**src/rtl/ifp_pkg.sv**
```systemverilog
package ifp_pkg;
   typedef enum logic {GEN_IDLE = 1'b0, GEN_RUN = 1'b1} gen_state_e;
endpackage

```
**src/rtl/ifp_steer.sv**
```systemverilog
module ifp_steer #(
   parameter int ADDR_W = 32,
   parameter int CTX_W  = 2
) (
   input  logic              gen_idle,
   input  logic              tag_en,
   input  logic              miss_valid,
   input  logic              miss_ifetch,
   input  logic [ADDR_W-1:0] miss_addr,
   input  logic [CTX_W-1:0]  miss_ctx,
   input  logic              st_ready,
   output logic              miss_ready,
   output logic              st_valid,
   output logic [ADDR_W-1:0] st_addr,
   output logic [CTX_W-1:0]  st_ctx,
   output logic              gen_start
);
   logic to_gen;

   always_comb begin
      to_gen     = tag_en & miss_ifetch;
      miss_ready = gen_idle & (to_gen | st_ready);
      st_valid   = gen_idle & miss_valid & ~to_gen;
      st_addr    = miss_addr;
      st_ctx     = miss_ctx;
      gen_start  = miss_valid & miss_ready & to_gen;
   end
endmodule

```
**src/rtl/ifp_seq_gen.sv**
```systemverilog
module ifp_seq_gen
   import ifp_pkg::*;
#(
   parameter int ADDR_W     = 32,
   parameter int BLK_BYTES  = 64,
   parameter int PAGE_BYTES = 4096,
   parameter int DEG_W      = 4
) (
   input  logic              clk,
   input  logic              rst_n,
   input  logic              start,
   input  logic [ADDR_W-1:0] start_addr,
   input  logic [DEG_W-1:0]  start_degree,
   input  logic              start_pstop,
   input  logic              pf_ready,
   output logic              idle,
   output logic              pf_valid,
   output logic [ADDR_W-1:0] pf_addr,
   output logic              drop_valid,
   output logic [DEG_W:0]    drop_amt
);
   localparam int BLK_LG  = $clog2(BLK_BYTES);
   localparam int PAGE_LG = $clog2(PAGE_BYTES);

   gen_state_e        state_q;
   logic [ADDR_W-1:0] base_q;
   logic [DEG_W-1:0]  idx_q;
   logic [DEG_W-1:0]  deg_q;
   logic              pstop_q;
   logic [ADDR_W:0]   cand;
   logic              page_diff;
   logic              cut;

   assign cand = {1'b0, base_q} + ((ADDR_W+1)'(idx_q) << BLK_LG);

   generate
      if (PAGE_LG < ADDR_W) begin : g_page_cmp
         assign page_diff = cand[ADDR_W-1:PAGE_LG] != base_q[ADDR_W-1:PAGE_LG];
      end else begin : g_no_page
         assign page_diff = 1'b0;
      end
   endgenerate

   assign cut        = pstop_q & (cand[ADDR_W] | page_diff);
   assign idle       = (state_q == GEN_IDLE);
   assign pf_valid   = (state_q == GEN_RUN) & ~cut;
   assign pf_addr    = cand[ADDR_W-1:0];
   assign drop_valid = (state_q == GEN_RUN) & cut;
   assign drop_amt   = (DEG_W+1)'(deg_q) - (DEG_W+1)'(idx_q) + (DEG_W+1)'(1);

   always_ff @(posedge clk) begin
      if (!rst_n) begin
         state_q <= GEN_IDLE;
         base_q  <= '0;
         idx_q   <= '0;
         deg_q   <= '0;
         pstop_q <= 1'b0;
      end else if (state_q == GEN_IDLE) begin
         if (start && start_degree != '0) begin
            state_q <= GEN_RUN;
            base_q  <= start_addr;
            idx_q   <= DEG_W'(1);
            deg_q   <= start_degree;
            pstop_q <= start_pstop;
         end
      end else if (cut) begin
         state_q <= GEN_IDLE;
      end else if (pf_ready) begin
         if (idx_q == deg_q) state_q <= GEN_IDLE;
         else                idx_q   <= idx_q + DEG_W'(1);
      end
   end

   assert_pf_hold_R3: assert property (@(posedge clk) disable iff (!rst_n)
      (pf_valid && !pf_ready) |=> (pf_valid && $stable(pf_addr)));

   assert_no_issue_after_cut_R4: assert property (@(posedge clk) disable iff (!rst_n)
      drop_valid |=> (!pf_valid && idle));
endmodule

```
**src/rtl/ifp_drop_ctr.sv**
```systemverilog
module ifp_drop_ctr #(
   parameter int CNT_W = 16,
   parameter int AMT_W = 5
) (
   input  logic             clk,
   input  logic             rst_n,
   input  logic             add_en,
   input  logic [AMT_W-1:0] add_amt,
   output logic [CNT_W-1:0] count
);
   localparam int SW = ((CNT_W > AMT_W) ? CNT_W : AMT_W) + 1;
   localparam logic [SW-1:0] LIMIT = SW'({CNT_W{1'b1}});

   logic [CNT_W-1:0] cnt_q;
   logic [SW-1:0]    wide;

   assign wide  = SW'(cnt_q) + SW'(add_amt);
   assign count = cnt_q;

   always_ff @(posedge clk) begin
      if (!rst_n)      cnt_q <= '0;
      else if (add_en) cnt_q <= (wide > LIMIT) ? {CNT_W{1'b1}} : wide[CNT_W-1:0];
   end

   assert_no_decrease_R10: assert property (@(posedge clk) disable iff (!rst_n)
      1'b1 |=> (cnt_q >= $past(cnt_q)));
endmodule

```
**src/rtl/ifetch_seq_prefetch.sv**
```systemverilog
module ifetch_seq_prefetch #(
   parameter int ADDR_W     = 32,
   parameter int BLK_BYTES  = 64,
   parameter int PAGE_BYTES = 4096,
   parameter int DEG_W      = 4,
   parameter int CTX_W      = 2,
   parameter int MAX_CTX    = 4,
   parameter int LAT_W      = 8,
   parameter int LATENCY    = 1,
   parameter int CNT_W      = 16
) (
   input  logic              clk,
   input  logic              rst_n,
   input  logic              cfg_en_wr,
   input  logic              cfg_en_val,
   input  logic              cfg_page_stop,
   input  logic [DEG_W-1:0]  cfg_degree,
   input  logic              miss_valid,
   output logic              miss_ready,
   input  logic [ADDR_W-1:0] miss_addr,
   input  logic              miss_ifetch,
   input  logic [CTX_W-1:0]  miss_ctx,
   output logic              pf_valid,
   input  logic              pf_ready,
   output logic [ADDR_W-1:0] pf_addr,
   output logic [LAT_W-1:0]  pf_lat,
   output logic              st_valid,
   input  logic              st_ready,
   output logic [ADDR_W-1:0] st_addr,
   output logic [CTX_W-1:0]  st_ctx,
   output logic [CNT_W-1:0]  drop_count
);
   localparam int BLK_LG = $clog2(BLK_BYTES);

   generate
      if ((1 << BLK_LG) != BLK_BYTES) begin : g_bad_blk
         $error("BLK_BYTES must be a power of two");
      end
      if ((1 << $clog2(PAGE_BYTES)) != PAGE_BYTES || PAGE_BYTES < BLK_BYTES) begin : g_bad_page
         $error("PAGE_BYTES must be a power of two no smaller than BLK_BYTES");
      end
      if (DEG_W + BLK_LG > ADDR_W) begin : g_bad_deg
         $error("DEG_W + log2(BLK_BYTES) must fit in ADDR_W");
      end
      if (MAX_CTX > (1 << CTX_W) || MAX_CTX < 1) begin : g_bad_ctx
         $error("MAX_CTX must lie in 1 .. 2**CTX_W");
      end
   endgenerate

   logic           tag_en_q;
   logic           gen_idle;
   logic           gen_start;
   logic           drop_valid;
   logic [DEG_W:0] drop_amt;

   always_ff @(posedge clk) begin
      if (!rst_n)         tag_en_q <= 1'b1;
      else if (cfg_en_wr) tag_en_q <= cfg_en_val;
   end

   ifp_steer #(.ADDR_W(ADDR_W), .CTX_W(CTX_W)) u_steer (
      .gen_idle   (gen_idle),
      .tag_en     (tag_en_q),
      .miss_valid (miss_valid),
      .miss_ifetch(miss_ifetch),
      .miss_addr  (miss_addr),
      .miss_ctx   (miss_ctx),
      .st_ready   (st_ready),
      .miss_ready (miss_ready),
      .st_valid   (st_valid),
      .st_addr    (st_addr),
      .st_ctx     (st_ctx),
      .gen_start  (gen_start)
   );

   ifp_seq_gen #(.ADDR_W(ADDR_W), .BLK_BYTES(BLK_BYTES), .PAGE_BYTES(PAGE_BYTES),
                 .DEG_W(DEG_W)) u_gen (
      .clk         (clk),
      .rst_n       (rst_n),
      .start       (gen_start),
      .start_addr  (miss_addr),
      .start_degree(cfg_degree),
      .start_pstop (cfg_page_stop),
      .pf_ready    (pf_ready),
      .idle        (gen_idle),
      .pf_valid    (pf_valid),
      .pf_addr     (pf_addr),
      .drop_valid  (drop_valid),
      .drop_amt    (drop_amt)
   );

   ifp_drop_ctr #(.CNT_W(CNT_W), .AMT_W(DEG_W+1)) u_drop (
      .clk    (clk),
      .rst_n  (rst_n),
      .add_en (drop_valid),
      .add_amt(drop_amt),
      .count  (drop_count)
   );

   assign pf_lat = LAT_W'(LATENCY);

   assert_ctx_range_R9: assert property (@(posedge clk) disable iff (!rst_n)
      miss_valid |-> (32'(miss_ctx) < MAX_CTX));

   assert_busy_blocks_input_R7: assert property (@(posedge clk) disable iff (!rst_n)
      !gen_idle |-> (!miss_ready && !st_valid));

   assert_ifetch_not_trained_R2: assert property (@(posedge clk) disable iff (!rst_n)
      gen_start |-> !st_valid);

   assert_start_leaves_idle_R3: assert property (@(posedge clk) disable iff (!rst_n)
      (gen_start && cfg_degree != '0) |=> !gen_idle);
endmodule

```
**config.mk**
```make
export PLATFORM = sky130hd
export DESIGN_NAME = ifetch_seq_prefetch
export DESIGN_NICKNAME = d
export VERILOG_FILES = /design/src/rtl/ifp_pkg.sv /design/src/rtl/ifp_steer.sv /design/src/rtl/ifp_seq_gen.sv /design/src/rtl/ifp_drop_ctr.sv /design/src/rtl/ifetch_seq_prefetch.sv
export SDC_FILE = /design/constraint.sdc
export NUM_CORES = 1
export LEC_CHECK = 0
export BUFFER_PORTS_ARGS = -buffer_cell sky130_fd_sc_hd__buf_4
export CAP_MARGIN = 20
export CORE_ASPECT_RATIO = 0.75
export CORE_MARGIN = 3
export CORE_UTILIZATION = 54
export CTS_CLUSTER_SIZE = 24
export DETAILED_ROUTE_END_ITERATION = 7
export PLACE_DENSITY = 0.95
export SYNTH_ARGS = -nofsm -noshare
export SYNTH_HDL_FRONTEND = slang
export SYNTH_HIERARCHICAL = 1
export SYNTH_SLANG_ARGS = --single-unit
```
**constraint.sdc**
```tcl
create_clock -name clk -period 4.96 [get_ports clk]
set_input_delay 0.496 -clock clk [delete_from_list [all_inputs] [get_ports clk]]
set_output_delay 0.496 -clock clk [all_outputs]
set_load 0.01 [all_outputs]
```
## Word level (Yosys, flattened, before mapping)

Cells that the tools add are included.

| operators by class | value |
|---|---|
| mux-type cells | 11 |
| bitwise logic cells | 14 |
| reduce and logical (&&, ||, !) cells | 5 |
| equal/unequal tests | 5 |
| add/subtract/negate cells | 5 |
| order comparisons | 1 |

Operator list:

| kind | number |
|---|---|
| $add 32x10->33 | 1 |
| $mux 4 | 5 |
| $ne 20x20->1 | 1 |
| $add 16x5->17 | 1 |
| $gt 17x16->1 const B | 1 |
| $mux 16 | 1 |
| $and 1x1->1 | 9 |
| $ne 2x2->1 const B | 3 |
| $add 5x1->5 const B | 1 |
| $mux 1 | 5 |
| $sub 4x4->5 | 1 |
| $add 4x1->4 const B | 1 |
| $eq 4x4->1 | 1 |
| $reduce_and 4->1 | 1 |
| $reduce_bool 4->1 | 1 |
| $not 1->1 | 3 |
| $or 1x1->1 | 2 |
| $reduce_and 2->1 | 1 |
| $reduce_bool 2->1 | 1 |
| $logic_and 1x1->1 | 1 |

| storage, ports and cells | value |
|---|---|
| register bits after elaboration | 59 |
| input port bits | 47 |
| output and inout bits | 93 |

## Logic depth before layout (Yosys ltp)

| depth | value |
|---|---|
| word-level depth | 8 |
| gate-level depth with buffers | 14 |
| depth with buffers taken out | 13 |

## Modules after synthesis

The synthesis kept the hierarchy.

Modules (own cells, without submodules):

| module | times used | cells an instance | sequential area each (um^2) | area an instance (um^2) |
|---|---|---|---|---|
| ifp_seq_gen | 1 | 298 | 840.8 | 2,451.1 |
| ifp_drop_ctr | 1 | 104 | 320.3 | 996.0 |
| ifp_steer | 1 | 40 | 0.0 | 282.8 |
| ifetch_seq_prefetch | 1 | 13 | 20.0 | 101.3 |

## Worst setup path before layout

OpenSTA, ideal clock, no wires.

| timing path | value |
|---|---|
| kind | reg-to-reg |
| from | register u_gen.idx_q[1] |
| to | register u_drop.cnt_q[0] (netlist: u_drop/count[0]) |
| required time | 4,841 ps |
| slack | 2,129 ps |
| library setup time | 119 ps |
| period minus slack after synthesis | 2,831 ps |
| data arrival time | 2,712 ps |
| cell stages (with the launch flop) | 13 |
| cells stage by stage | dfxtp_1 > ha_1 > inv_1 > ha_1 > inv_1 > fa_1 > inv_1 > ha_1 > nor2b_4 > o31a_4 > o211ai_1 > nand2_1 > o221a_2 |

| on the way | value |
|---|---|
| longest elaborated chain between the ends | 5 |

RTL lines:

| item | RTL line | text |
|---|---|---|
| start: declaration | ifp_seq_gen.sv:27 | `logic [DEG_W-1:0] idx_q;` |
| start signal: assignment | ifp_seq_gen.sv:70 | `else idx_q <= idx_q + DEG_W'(1);` |
| $sub 4x4->5 | ifp_seq_gen.sv:49 | `assign drop_amt = (DEG_W+1)'(deg_q) - (DEG_W+1)'(idx_q) + (DEG_W+1)'(1);` |
| $add 5x1->5 | ifp_seq_gen.sv:49 |  |
| via drop_amt[2] | ifetch_seq_prefetch.sv:54 | `logic [DEG_W:0] drop_amt;` |
| $add 16x5->17 | ifp_drop_ctr.sv:17 | `assign wide = SW'(cnt_q) + SW'(add_amt);` |
| $gt 17x16->1 | ifp_drop_ctr.sv:22 | `else if (add_en) cnt_q <= (wide > LIMIT) ? {CNT_W{1'b1}} : wide[CNT_W-1:0];` |
| $mux 16 | ifp_drop_ctr.sv:22 |  |
| end signal: assignment | ifp_drop_ctr.sv:22 |  |
| end: declaration | ifp_drop_ctr.sv:14 | `logic [CNT_W-1:0] cnt_q;` |

The timed path passes the listed nets, and every way through them passes these cells.
A chain may end at the register's enable or synchronous reset.

## Worst setup path in the final report

| timing path | value |
|---|---|
| from | register u_gen.idx_q[0] |
| to | register u_drop.cnt_q[13] (netlist: u_drop/count[13]) |

| on the way | value |
|---|---|
| longest elaborated chain between the ends | 5 |

RTL lines:

| item | RTL line | text |
|---|---|---|
| $add 32x10->33 * | ifp_seq_gen.sv:34 | `assign cand = {1'b0, base_q} + ((ADDR_W+1)'(idx_q) << BLK_LG);` |
| $ne 20x20->1 | ifp_seq_gen.sv:38 | `assign page_diff = cand[ADDR_W-1:PAGE_LG] != base_q[ADDR_W-1:PAGE_LG];` |
| $or 1x1->1 * | ifp_seq_gen.sv:44 | `assign cut = pstop_q & (cand[ADDR_W] \| page_diff);` |
| $and 1x1->1 * | ifp_seq_gen.sv:44 |  |
| $and 1x1->1 * | ifp_seq_gen.sv:48 | `assign drop_valid = (state_q == GEN_RUN) & cut;` |
| via drop_valid | ifetch_seq_prefetch.sv:53 | `logic drop_valid;` |

Mark *: on every way through the listed nets, which the timed path passes. The rest lies on a longest branch.

==> out/metrics.cfg <==
[outcome]
status = finished, final reports clean

[routing]
vias = 3506
via_per_inst = 5.637
first_pass_iters = 5
drc_errors = 0
drtIter0Drc = 196
routedWlPerCell_um = 15.48
ant_nets = 0
routed_wl_um = 9629

[critical_path]
worstSetupPathType = flop to flop
critPathCaptureType = flop
worstPathMaxFanout = 14
required_ns = 5.19
critPathLaunchType = flop
arrival_ns = 3.84

[clocking]
clk_latency_ns = 0.35
cts_sinks = 59
clk_pin_slew_worst_paths_ns = 0.07
root_buffer = clkbuf_8
numCtsBuffers = 9
cts_resized = 0
htree_num_levels = 3
clockBufferDepth = 2
tritoncts = done
hold_buffers = 0
cts_setup_buffers = 0

[sta]
setup-violations-final = 0
min_period_ns = 3.607
finalWorstSetupSlack_ns = 1.353
finalHoldViolCount = 0
report.final.slew_viol_count = 0
relSlewSlack = 0.4656
rsz0062_at_grt = no
fin_skew_ns = 0.009603
timing.final.crit_share = 0.7272
fmax_mhz = 277.2
worst_pin_slew_ns = 0.7986
fin_tns_setup_ns = 0

[finish]
final_common_cell = buf_4
nNetsFinal = 603
drive_gt1_frac = 0.3235
antenna_cells = 0
fin_util = 0.7234
layout_common_cells = buf_4 (129), nand2_1 (85), dfxtp_1 (59)
area_growth_pct = 24.04
stdcell_area_um2 = 4752

[place]
dp_hpwl_um = 7030
port_buffers = 127
pre_cts_ws_ns = 1.457
gp_congestion = 0.8732
placed_cell_area_um2 = 4503

[floorplan]
core_area_um2 = 6569
row_count = 25
die_h_um = 78.95
floorplan.initialDensity = 0.5832
dieWidth_um = 103.3
die-area_um2 = 8152
io_pins = 140

[logic_synthesis]
synth_cell_types = 67
seq_area_frac_synth = 0.3083
ys_warn_count = 6
synthCells = 455
synthFlopType = dfxtp_1
synth-edff-count = 0
synth_area_um2 = 3831
avgSynthCellArea_um2 = 8.420
synthArstFlopShare = 0
ys_ff_latch = 59

[global_route]
grt-ovfl-total = 0
grt_use_total = 0.2392
grt_pass1_wl_um = 15400
grt_pass1_vias = 3268
antenna_found_initial = 0
grt_max_degree = 54

[flow_run]
max_cap_viol_count = 0

[power]
vdd_drop_max_mv = 0.1667
power_leakage_nw = 2.110
power.total_mw = 1.242
power_density_nw_per_um2 = 261.3

[worst_hold_path]
min_path_type = input port to flop

==> cell usage after synthesis, types with 7 or more instances <==
master,n,area (um^2)
dfxtp_1,59,1181
inv_1,21,78.83
ha_1,17,212.7
o211ai_1,7,52.55
a21oi_1,14,70.07
nand3_1,10,50.05
xor2_1,12,105.1
xnor2_1,17,148.9
clkbuf_1,10,37.54
nand4_1,9,56.30
nand2_1,85,319.1
nor2_1,15,56.30
buf_4,48,360.4
a21boi_0,36,270.3
==> per-stage QoR <==
stage / std cells / hold slack (ns)
floorplan: 461 / 0.4435
detailed placement: 606 / 0.4589
finish: 622 / 0.3706
CTS: 622 / 0.3592
global placement: 606 / 0.4541
global route: 622 / 0.3822
==> routing by layer <==
| layer | track usage | share of wire |
|---|---|---|
| met5 | 0 | 0 |
| met4 | 0.09832 | 0.019 |
| met3 | 0.06409 | 0.091 |
| met2 | 0.3892 | 0.47 |
| met1 | 0.2980 | 0.42 |
==> cells by family (layout without fill, tap and decap cells) <==
| group | count (synthesis) | in the layout | share of synthesized area |
|---|---|---|---|
| AO/OA/AOI/OAI | 101 | 101 | 0.2106 |
| XOR/XNOR | 29 | 29 | 0.06630 |
| adder cells (fa/ha/maj) | 20 | 20 | 0.07119 |
| buffers and inverters | 87 | 167 | 0.1342 |
| flip-flops | 59 | 59 | 0.3083 |
| multiplexers | 2 | 2 | 0.005226 |
| other | 2 | 8 | 0.001960 |
| AND/OR/NAND/NOR | 155 | 155 | 0.2022 |
==> worst max-delay path: stages (launching register included) <==
cell	delay (ns)
dfxtp_1	0.37
ha_1	0.21
inv_1	0.07
fa_1	0.40
nand2b_1	0.19
a21oi_1	0.25
o21ai_2	0.19
nor2_1	0.65
and4_4	0.41
o21a_4	0.14
and2_4	0.17
a21oi_1	0.08
a311oi_1	0.34
==> registers in the layout, summed over array words and instances (netlist names) <==
signal and flops:
u_gen/deg_q 4, u_drop/count 16, u_gen/state_q 1, u_gen/base_q 32, u_gen/idx_q 4, tag_en_q 1
u_gen/pstop_q 1
==> path summary, 6_finish.rpt <==
path | startpoint | end | slack, ns | cells past startpoint
min reg2reg | u_gen/base_q[28] | u_gen/base_q[28] | 0.47 | 2
max reg2reg | u_gen/idx_q[0] | u_drop/count[13] | 1.35 | 12
max | u_gen/idx_q[0] | u_drop/count[13] | 1.35 | 12
min | cfg_en_val | tag_en_q | 0.37 | 3
==> cell type report <==
type                       instances  area (um^2)
sequential                        59         1181
timing repair buffer             129        968.4
inverter                          22        82.58
fill                             450         1817
clock inverter                     7        125.1
tap                               81        101.3
multi-input combinational        315         2170
clock buffer                       9        123.9
==> power breakdown <==
group | switching [mW] | internal [mW] | leakage (nW)
sequential | 0.0167 | 0.490 | 0.479
combinational | 0.0950 | 0.0935 | 1.51
clock | 0.209 | 0.338 | 0.124
total | 0.320 | 0.921 | 2.11
Power figures use the tool's default switching activity.
